File: src/rtl/busproc_pkg.sv
package busproc_pkg;
   localparam int OPC_W  = 3;
   localparam int STEP_W = 2;

   localparam logic [OPC_W-1:0] OPC_MOVE = 3'b000;
   localparam logic [OPC_W-1:0] OPC_IMM  = 3'b001;
   localparam logic [OPC_W-1:0] OPC_ADD  = 3'b010;
   localparam logic [OPC_W-1:0] OPC_SUB  = 3'b011;

   localparam logic [STEP_W-1:0] STEP_FIRST  = 2'd0;
   localparam logic [STEP_W-1:0] STEP_SECOND = 2'd1;
   localparam logic [STEP_W-1:0] STEP_LAST   = 2'd2;
endpackage

File: src/rtl/busproc_ctrl.sv
module busproc_ctrl
   import busproc_pkg::*;
#(
   parameter int RIDX_W = 3
) (
   input  logic                       clk,
   input  logic                       rst,
   input  logic                       run,
   input  logic [OPC_W+2*RIDX_W-1:0]  instr,
   output logic                       done,
   output logic [(1<<RIDX_W)+1:0]     sel,
   output logic [(1<<RIDX_W)-1:0]     ld_r,
   output logic                       ld_a,
   output logic                       ld_g,
   output logic                       sub_op
);
   localparam int NREG    = 1 << RIDX_W;
   localparam int SRC_DIN = NREG;
   localparam int SRC_RES = NREG + 1;
   localparam int INSTR_W = OPC_W + 2*RIDX_W;

   logic [STEP_W-1:0]  step_q;
   logic [INSTR_W-1:0] ir_q;
   logic [OPC_W-1:0]   op;
   logic [RIDX_W-1:0]  fx, fy;

   // step 0 decodes the live input, later steps the captured copy
   always_comb begin
      if (step_q == STEP_FIRST) {op, fx, fy} = instr;
      else                      {op, fx, fy} = ir_q;
   end

   always_comb begin
      sel    = '0;
      ld_r   = '0;
      ld_a   = 1'b0;
      ld_g   = 1'b0;
      sub_op = 1'b0;
      done   = 1'b0;
      if (run) begin
         case (step_q)
            STEP_FIRST: begin
               case (op)
                  OPC_MOVE: begin sel[fy] = 1'b1;      ld_r[fx] = 1'b1; done = 1'b1; end
                  OPC_IMM:  begin sel[SRC_DIN] = 1'b1; ld_r[fx] = 1'b1; done = 1'b1; end
                  OPC_ADD, OPC_SUB: begin sel[fx] = 1'b1; ld_a = 1'b1; end
                  default:  done = 1'b1;
               endcase
            end
            STEP_SECOND: begin
               sel[fy] = 1'b1;
               ld_g    = 1'b1;
               sub_op  = (op == OPC_SUB);
            end
            STEP_LAST: begin
               sel[SRC_RES] = 1'b1;
               ld_r[fx]     = 1'b1;
               done         = 1'b1;
            end
            default: done = 1'b0;
         endcase
      end
   end

   always_ff @(posedge clk) begin
      if (rst)       step_q <= STEP_FIRST;
      else if (run)  step_q <= done ? STEP_FIRST : step_q + 1'b1;
   end

   always_ff @(posedge clk) begin
      if (rst)                               ir_q <= '0;
      else if (run && step_q == STEP_FIRST)  ir_q <= instr;
   end

   AST_STEP_HOLD: assert property (@(posedge clk) disable iff (rst)
      !run |=> $stable(step_q));
   AST_STEP_WRAP: assert property (@(posedge clk) disable iff (rst)
      (run && done) |=> step_q == STEP_FIRST);
   AST_STEP_RANGE: assert property (@(posedge clk) disable iff (rst)
      step_q != 2'd3);
   AST_LOAD_SOURCE: assert property (@(posedge clk) disable iff (rst)
      ((|ld_r) || ld_a || ld_g) |-> $countones(sel) == 1);
endmodule

File: src/rtl/busproc_regfile.sv
module busproc_regfile #(
   parameter int DATA_W = 16,
   parameter int NREG   = 8
) (
   input  logic                          clk,
   input  logic                          rst,
   input  logic [NREG-1:0]               ld,
   input  logic [DATA_W-1:0]             d,
   output logic [NREG-1:0][DATA_W-1:0]   q
);
   for (genvar i = 0; i < NREG; i++) begin : g_reg
      logic [DATA_W-1:0] r_q;
      always_ff @(posedge clk) begin
         if (rst)        r_q <= '0;
         else if (ld[i]) r_q <= d;
      end
      assign q[i] = r_q;
   end

   AST_SINGLE_WRITE: assert property (@(posedge clk) disable iff (rst)
      $onehot0(ld));
endmodule

File: src/rtl/busproc_bus_mux.sv
module busproc_bus_mux #(
   parameter int DATA_W = 16,
   parameter int NSRC   = 10
) (
   input  logic                         clk,
   input  logic                         rst,
   input  logic [NSRC-1:0]              sel,
   input  logic [NSRC-1:0][DATA_W-1:0]  src,
   output logic [DATA_W-1:0]            bus
);
   always_comb begin
      bus = '0;
      for (int i = 0; i < NSRC; i++)
         bus = bus | (src[i] & {DATA_W{sel[i]}});
   end

   AST_SEL_ONEHOT0: assert property (@(posedge clk) disable iff (rst)
      $onehot0(sel));
endmodule

File: src/rtl/busproc_alu.sv
module busproc_alu #(
   parameter int DATA_W       = 16,
   parameter bit SHARED_ADDER = 1'b1
) (
   input  logic              sub_op,
   input  logic [DATA_W-1:0] a,
   input  logic [DATA_W-1:0] b,
   output logic [DATA_W-1:0] y
);
   if (SHARED_ADDER) begin : g_shared
      assign y = a + (b ^ {DATA_W{sub_op}}) + {{(DATA_W-1){1'b0}}, sub_op};
   end else begin : g_split
      assign y = sub_op ? (a - b) : (a + b);
   end
endmodule

File: src/rtl/busproc_core.sv
module busproc_core
   import busproc_pkg::*;
#(
   parameter int DATA_W       = 16,
   parameter int RIDX_W       = 3,
   parameter bit SHARED_ADDER = 1'b1
) (
   input  logic                       clk,
   input  logic                       rst,
   input  logic                       run,
   input  logic [OPC_W+2*RIDX_W-1:0]  instr,
   input  logic [DATA_W-1:0]          din,
   output logic                       done,
   output logic [DATA_W-1:0]          bus_out
);
   localparam int NREG = 1 << RIDX_W;
   localparam int NSRC = NREG + 2;

   if (DATA_W < 2) begin : g_bad_width
      $error("busproc_core: DATA_W must be at least 2");
   end
   if (RIDX_W < 1 || RIDX_W > 4) begin : g_bad_ridx
      $error("busproc_core: RIDX_W must lie in 1..4");
   end

   logic [NSRC-1:0]             sel;
   logic [NREG-1:0]             ld_r;
   logic                        ld_a, ld_g, sub_op;
   logic [NREG-1:0][DATA_W-1:0] regs;
   logic [NSRC-1:0][DATA_W-1:0] src;
   logic [DATA_W-1:0]           bus, a_q, g_q, alu_y;

   busproc_ctrl #(.RIDX_W(RIDX_W)) u_ctrl (
      .clk(clk), .rst(rst), .run(run), .instr(instr), .done(done),
      .sel(sel), .ld_r(ld_r), .ld_a(ld_a), .ld_g(ld_g), .sub_op(sub_op)
   );

   busproc_regfile #(.DATA_W(DATA_W), .NREG(NREG)) u_regs (
      .clk(clk), .rst(rst), .ld(ld_r), .d(bus), .q(regs)
   );

   assign src = {g_q, din, regs};

   busproc_bus_mux #(.DATA_W(DATA_W), .NSRC(NSRC)) u_mux (
      .clk(clk), .rst(rst), .sel(sel), .src(src), .bus(bus)
   );

   busproc_alu #(.DATA_W(DATA_W), .SHARED_ADDER(SHARED_ADDER)) u_alu (
      .sub_op(sub_op), .a(a_q), .b(bus), .y(alu_y)
   );

   always_ff @(posedge clk) begin
      if (rst)       a_q <= '0;
      else if (ld_a) a_q <= bus;
   end

   always_ff @(posedge clk) begin
      if (rst)       g_q <= '0;
      else if (ld_g) g_q <= alu_y;
   end

   assign bus_out = bus;

   AST_IDLE_BUS: assert property (@(posedge clk) disable iff (rst)
      !run |-> bus_out == '0);
   AST_IDLE_DONE: assert property (@(posedge clk) disable iff (rst)
      !run |-> !done);
endmodule

File: config.mk
export PLATFORM = sky130hd
export DESIGN_NAME = busproc_core
export DESIGN_NICKNAME = d
export VERILOG_FILES = /design/src/rtl/busproc_pkg.sv /design/src/rtl/busproc_ctrl.sv /design/src/rtl/busproc_regfile.sv /design/src/rtl/busproc_bus_mux.sv /design/src/rtl/busproc_alu.sv /design/src/rtl/busproc_core.sv
export SDC_FILE = /design/constraint.sdc
export NUM_CORES = 1
export LEC_CHECK = 0
export ABC_CLOCK_PERIOD_IN_PS = 13200
export BUFFER_PORTS_ARGS = -buffer_cell sky130_fd_sc_hd__buf_4
export CAP_MARGIN = 20
export CORE_UTILIZATION = 32
export DETAILED_ROUTE_END_ITERATION = 10
export PLACE_DENSITY_LB_ADDON = 0.15
export SLEW_MARGIN = 40
export SYNTH_ARGS = -nofsm -noshare
export SYNTH_HDL_FRONTEND = slang
export SYNTH_SLANG_ARGS = --single-unit
File: constraint.sdc
create_clock -name clk -period 13.2 [get_ports clk]
set_input_delay 1.32 -clock clk [delete_from_list [all_inputs] [get_ports clk]]
set_output_delay 1.32 -clock clk [all_outputs]
set_load 0.02 [all_outputs]
### Yosys cells after proc, flatten, opt, wreduce, memory -nomap -nowiden

Cells that the tools add are included.
Widths: inputs -> output; s select.

| operators by class | value |
|---|---|
| add/sub/neg operators | 3 |
| multiply operators | 0 |
| divide/modulo/power cells | 0 |
| $lt $le $gt $ge | 5 |
| equal/unequal tests | 5 |
| shifts and indexed selects | 0 |
| mux-type cells | 28 |
| bitwise logic cells | 20 |
| reduce and logical (&&, ||, !) cells | 8 |

Operator list:

| kind | count |
|---|---|
| $and 16x16->16 | 10 |
| $or 16x16->16 | 9 |
| $pmux 8 s2 | 2 |
| $pmux 9 s2 | 1 |
| $add 16x1->16 | 1 |
| $add 16x16->16 | 1 |
| $mux 8 | 2 |
| $xor 16x16->16 | 1 |
| $mux 1 | 14 |
| $lt 3x5->1 const B | 2 |
| $mux 10 | 1 |
| $demux 1 s3 | 3 |
| $mux 3 | 3 |
| $eq 3x2->1 const B | 2 |
| $ge 3x1->1 const B | 2 |
| $logic_and 1x1->1 | 4 |
| $lt 3x4->1 const B | 1 |
| $reduce_or 2->1 | 2 |
| $eq 3x1->1 const B | 1 |
| $logic_not 3->1 | 1 |
| $add 2x1->2 const B | 1 |
| $eq 2x1->1 const B | 1 |
| $eq 2x2->1 const B | 1 |
| $logic_not 2->1 | 1 |
| 2 further kinds | 2 |

| word-level totals | value |
|---|---|
| bits in registers | 171 |
| bits in latches | 0 |
| memory bits (writable) | 0 |
| ROM bits | 0 |
| output and inout port bits | 17 |
| memories | 0 |

### Logic depth before layout (Yosys ltp)

| logic depth | value |
|---|---|
| word-level depth | 22 |
| depth in mapped cells | 24 |

### Modules after synthesis

A second synthesis with hierarchy kept.

| second synthesis, totals | value |
|---|---|
| cell total of the unflattened synthesis | 886 |
| area total of the unflattened synthesis | 8604.5 um^2 |

Modules (own cells, without submodules):

| module | times used | cells an instance | area each (um^2) |
|---|---|---|---|
| busproc_regfile | 1 | 430 | 4787.1 |
| busproc_core | 1 | 103 | 1157.4 |
| busproc_bus_mux | 1 | 116 | 923.4 |
| busproc_ctrl | 1 | 122 | 877.1 |
| busproc_alu | 1 | 115 | 859.6 |

### Worst setup path after synthesis

Ideal clock, no wire load.

| timing path | value |
|---|---|
| path kind | input port to flip-flop |
| from | input instr[8] |
| to | register g_q[12] |
| setup time | 0.101 ns |
| arrival time | 5.471 ns |
| setup slack | 7.628 ns |
| cell stages on the path | 20 |
| path buffers | 2 |
| cells stage by stage | nor4b_2 -> o21ai_1 -> o32ai_1 -> clkbuf_1 -> a22oi_1 -> nand2_1 -> a21oi_1 -> and3_1 -> clkbuf_1 -> xnor2_1 -> ha_1 -> nor2b_1 -> o21ai_0 -> a21oi_1 -> o21ai_0 -> a21oi_1 -> o31a_1 -> o31a_1 -> o21a_1 -> o41ai_1 |

| on the way | value |
|---|---|
| word-level cells in the longest chain between the ends | 19 |
| elaborated cells on any way between the ends | 33 |

RTL lines:

| what | line | RTL |
|---|---|---|
| from (decl) | busproc_core.sv:11 | `input logic [OPC_W+2*RIDX_W-1:0] instr,` |
| $mux 3 * | busproc_ctrl.sv:29 | `if (step_q == STEP_FIRST) {op, fx, fy} = instr;` |
| $eq 3x2->1, on equally long branches | busproc_ctrl.sv:43, busproc_ctrl.sv:53 |  |
| $reduce_or 2->1 | busproc_ctrl.sv:43 | `case (op)` |
| $pmux 8 s2 | busproc_ctrl.sv:43 |  |
| $pmux 9 s2 | busproc_ctrl.sv:41 | `case (step_q)` |
| $mux 10 | busproc_ctrl.sv:40 | `if (run) begin` |
| $and 16x16->16 | busproc_bus_mux.sv:14 | `bus = bus \| (src[i] & {DATA_W{sel[i]}});` |
| $or 16x16->16 (9 in a row) | busproc_bus_mux.sv:14 |  |
| $xor 16x16->16 | busproc_alu.sv:11 | `assign y = a + (b ^ {DATA_W{sub_op}}) + {{(DATA_W-1){1'b0}}, sub_op};` |
| $add 16x16->16 | busproc_alu.sv:11 |  |
| $add 16x1->16 * | busproc_alu.sv:11 |  |
| to (signal assigned) | busproc_core.sv:59 | `else if (ld_g) g_q <= alu_y;` |
| to (decl) | busproc_core.sv:31 | `logic [DATA_W-1:0] bus, a_q, g_q, alu_y;` |

Every way passes the cells marked *; elsewhere a longest branch is shown, timed or not.
A chain may end at the register's enable or synchronous reset.

### Worst setup path in the final report

| timing path | value |
|---|---|
| from | register u_ctrl.step_q[0] |
| to | register g_q[12] |

| on the way | value |
|---|---|
| word-level cells in the longest chain between the ends | 22 |
| elaborated cells on any way between the ends | 52 |

RTL lines:

| what | line | RTL |
|---|---|---|
| from (decl) | busproc_ctrl.sv:22 | `logic [STEP_W-1:0] step_q;` |
| from (signal assigned) | busproc_ctrl.sv:67 | `else if (run) step_q <= done ? STEP_FIRST : step_q + 1'b1;` |
| $logic_not 2->1 | busproc_ctrl.sv:29, busproc_ctrl.sv:41 |  |
| $mux 3 | busproc_ctrl.sv:29 |  |
| $lt 3x5->1 (not written as such), or another cell as far along | busproc_ctrl.sv:46 | `OPC_ADD, OPC_SUB: begin sel[fx] = 1'b1; ld_a = 1'b1; end` |
| $logic_and 1x1->1, on equally long branches | busproc_ctrl.sv:46, busproc_ctrl.sv:44, busproc_ctrl.sv:51 |  |
| $mux 1, on equally long branches | busproc_ctrl.sv:46, busproc_ctrl.sv:44, busproc_ctrl.sv:51 |  |
| $demux 1 s3 | -- |  |
| $pmux 8 s2 | busproc_ctrl.sv:43 |  |
| $pmux 9 s2 | busproc_ctrl.sv:41 |  |
| $mux 10 | busproc_ctrl.sv:40 |  |
| $and 16x16->16 | busproc_bus_mux.sv:14 |  |
| $or 16x16->16 (9 in a row) | busproc_bus_mux.sv:14 |  |
| $xor 16x16->16 | busproc_alu.sv:11 |  |
| $add 16x16->16 | busproc_alu.sv:11 |  |
| $add 16x1->16 | busproc_alu.sv:11 |  |

Parallel ways exist; a longest one is shown, timed or not.

==> flow_metrics.tcl <==
set metrics [dict create \
    outcome "complete, no violations" \
    clkLatencyLatePin_ps 430 \
    drtAntennaViolNets 0 \
    die_h_um 162 \
    ys_warn_count 0 \
    grt.overflow.total 0 \
    cts-buffers-inserted 17 \
    synth_top_area_share_pct 41.8 \
    pwr-share-seq_pct 47.4 \
    antenna_found_initial 0 \
    p_int_mw 0.822 \
    cts_tree "built" \
    synth_ff_type "dfxtp_1" \
    fin_skew_ps 12.3 \
    syn_area_per_cell_um2 8.44 \
    yosysUniqueCellTypes 63 \
    drive_gt1_share_pct 12.6 \
    grt_pass1_vias 6729 \
    syn-instance-count 972 \
    swShare_pct 27.7 \
    grt_max_degree 110 \
    clk_path_buf_depth 2 \
    path_clk_slew_ps 80 \
    drv_cap 0 \
    clockPowerShare_pct 43.0 \
    firstDrtPassIters 5 \
    rows 58 \
    end_kind "flip-flop" \
    finalSetupTns_ps 0 \
    cp.arrival_ps 5820 \
    path_class "reg2reg" \
    io_pins 45 \
    ys_seq_area_share_pct 41.8 \
    fmaxAchievable_mhz 182 \
    hold_viol 0 \
    post_cts_buffers 0 \
    rsz0062_at_grt "false" \
    syn_to_final_growth_pct 15.0 \
    crit_path_start_kind "flip-flop" \
    num_vias 7104 \
    power_frac_comb_pct 9.6 \
    min_period_ps 5490 \
    start_util_pct 32.6 \
    hold_class "reg2reg" \
    diodes 0 \
    die_w_um 162 \
    power.density_nw_per_um2 121 \
    peakVddDrop_v 0.0000877 \
    ctsResizeCount 0 \
    required_ps 13530 \
    gp_congestion 0.826 \
    routedWlPerCell_um 19.2 \
    viasPerCell 5.39 \
    synth_area_um2 8200 \
    grt_usage_pct 19.9 \
    holdPathStages 2 \
    drt-total-wl_mm 25.2 \
    die_area_um2 26300 \
    whs_ps 452 \
    synth_commonest_cells "dfxtp_1, nor2_1, a211oi_1, clkbuf_1, nand2_1" \
    timing.final.crit_share_pct 41.6 \
    drc_errors 0 \
    synthTopCellsByArea "dfxtp_1, a211oi_1, nor2_1" \
    clock_sinks 171 \
    htreeDepth 4 \
    initialDrtViolationCount 588 \
    path_max_fanout 39 \
    nets 1020 \
    drv_slew 0 \
    leakage_nw 3.27 \
    dpl.hpwl_mm 16.7 \
    synth_edf_count 0 \
    synth.largest_area_cell "dfxtp_1" \
    cts_root_buf "clkbuf_16" \
    slew_headroom_pct 47.8 \
    synth-seq-cells 171 \
    syn-num-nets 1018 \
    tightest_slew_ps 783 \
    port_buffers 44 \
    core_um2 25200 \
    setup_viol 0 \
    grt_pass1_wl_mm 40.0 \
    cts_hold_buf 0 \
    power.switching_mw 0.315 \
    synthArstFlopShare_pct 0 \
    reg2reg_depth 22 \
]
[worst max-delay path, stage by stage (launching register included)]
cell and delay (ps):
dfxtp_1 330, inv_1 100, ha_2 570, and4b_1 280, buf_4 370, nand2_1 220
o22ai_1 210, buf_4 290, a22oi_1 130, nand2_1 80, a21oi_1 40, and3_1 340
xnor2_1 200, ha_1 330, nor2b_1 150, o21ai_0 180, a21oi_1 110, o21ai_0 270
a21oi_1 120, o31a_1 320, o31a_1 260, o21a_1 170, o41ai_1 280
[worst paths after layout]
kind,startpoint,end,slack [ps]
setup / recovery,u_ctrl.step_q[0]$_SDFFE_PP0P_,g_q[12]$_SDFFE_PP0P_,7710
hold / removal,g_q[0]$_SDFFE_PP0P_,g_q[0]$_SDFFE_PP0P_,450
setup reg to reg,u_ctrl.step_q[0]$_SDFFE_PP0P_,g_q[12]$_SDFFE_PP0P_,7710
hold reg to reg,g_q[0]$_SDFFE_PP0P_,g_q[0]$_SDFFE_PP0P_,450
[state kept, by name, summed over array words and instances, names as in the netlist]
signal	count
u_ctrl.step_q	2
u_regs.g.r_q	128
g_q	16
a_q	16
u_ctrl.ir_q	9
[cells by family after synthesis]
family | Yosys count | synth area share [%]
buffers and inverters | 119 | 5.65
XOR/XNOR | 19 | 2.03
flip-flops | 171 | 41.8
multiplexers | 9 | 1.14
adder cells (fa/ha/maj) | 18 | 2.84
AND/OR/NAND/NOR | 337 | 19.4
AO/OA/AOI/OAI | 299 | 27.2
[final cells by class]
type                    instances  area, µm²
clock buffers                  18        439
clock inverters                14        126
fillers                      2648      15800
inverters                      31        116
multi-input cells             682       4350
flip-flops and latches        171       3420
well taps                     330        413
repair buffers                 71        559
[per-layer routing]
layer / vias up / share of wire, % / global-route usage, % / wire length (µm)
met2: 156 / 45 / 31.0 / 11300
met1: 3339 / 49 / 28.4 / 12400
met4: 0 / 1.7 / 5.92 / 420
li1: 3584 / - / - / -
met3: 25 / 4.2 / 2.89 / 1050
met5: - / 0 / 0 / 0
[power by group through the flow]
stage	combinational, mW	sequential [mW]	clock (mW)
after global placement	0.109	0.550	0
after global routing	0.120	0.540	0.521
final	0.109	0.539	0.489
after CTS	0.109	0.539	0.501
after detailed placement	0.109	0.550	0
after floorplan	0.0743	0.548	0
[per-stage QoR]
stage / setup WS, ps / cells / util, % / instance area (µm²) / total power [mW]
detailed placement: 7270 / 1284 / 35.1 / 8830 / 0.659
floorplan: 7630 / 972 / - / 8200 / 0.622
global placement: 6950 / 1284 / 35.1 / 8830 / 0.659
CTS: 7660 / 1316 / 37.3 / 9400 / 1.15
finish: 7710 / 1317 / 37.5 / 9430 / 1.14
global route: 7030 / 1317 / 37.5 / 9430 / 1.18
[placed cells by master, fill, tap and decap left out, types with 4 or more instances in the layout]
cell type  Yosys  final
dfxtp_1      171    171
nor2_1       171    163
a211oi_1     146    146
buf_4          4     69
nand2_1       54     53
a21oi_1       45     45
inv_1         31     31
a222oi_1      30     30
and3_1        21     21
nand2b_1      19     18
xnor2_1       18     18
clkbuf_16      0     17
ha_1          17     16
a22oi_1       15     15
nor3b_1       10     10
o21ai_0       10     10
nor3_1         8      8
nand3_1        7      7
nand3b_1       7      7
nor2_2         0      7
or3_1          7      7
mux2i_1        6      6
a21o_1         6      6
inv_6          0      6
o211ai_1       5      5
o22ai_1        5      5
and2_1         6      5
o31a_1         5      5
nand4_1        5      5
nor2b_1        4      4
o21a_1         4      4
No activity file was read; power rests on OpenSTA's default activity.
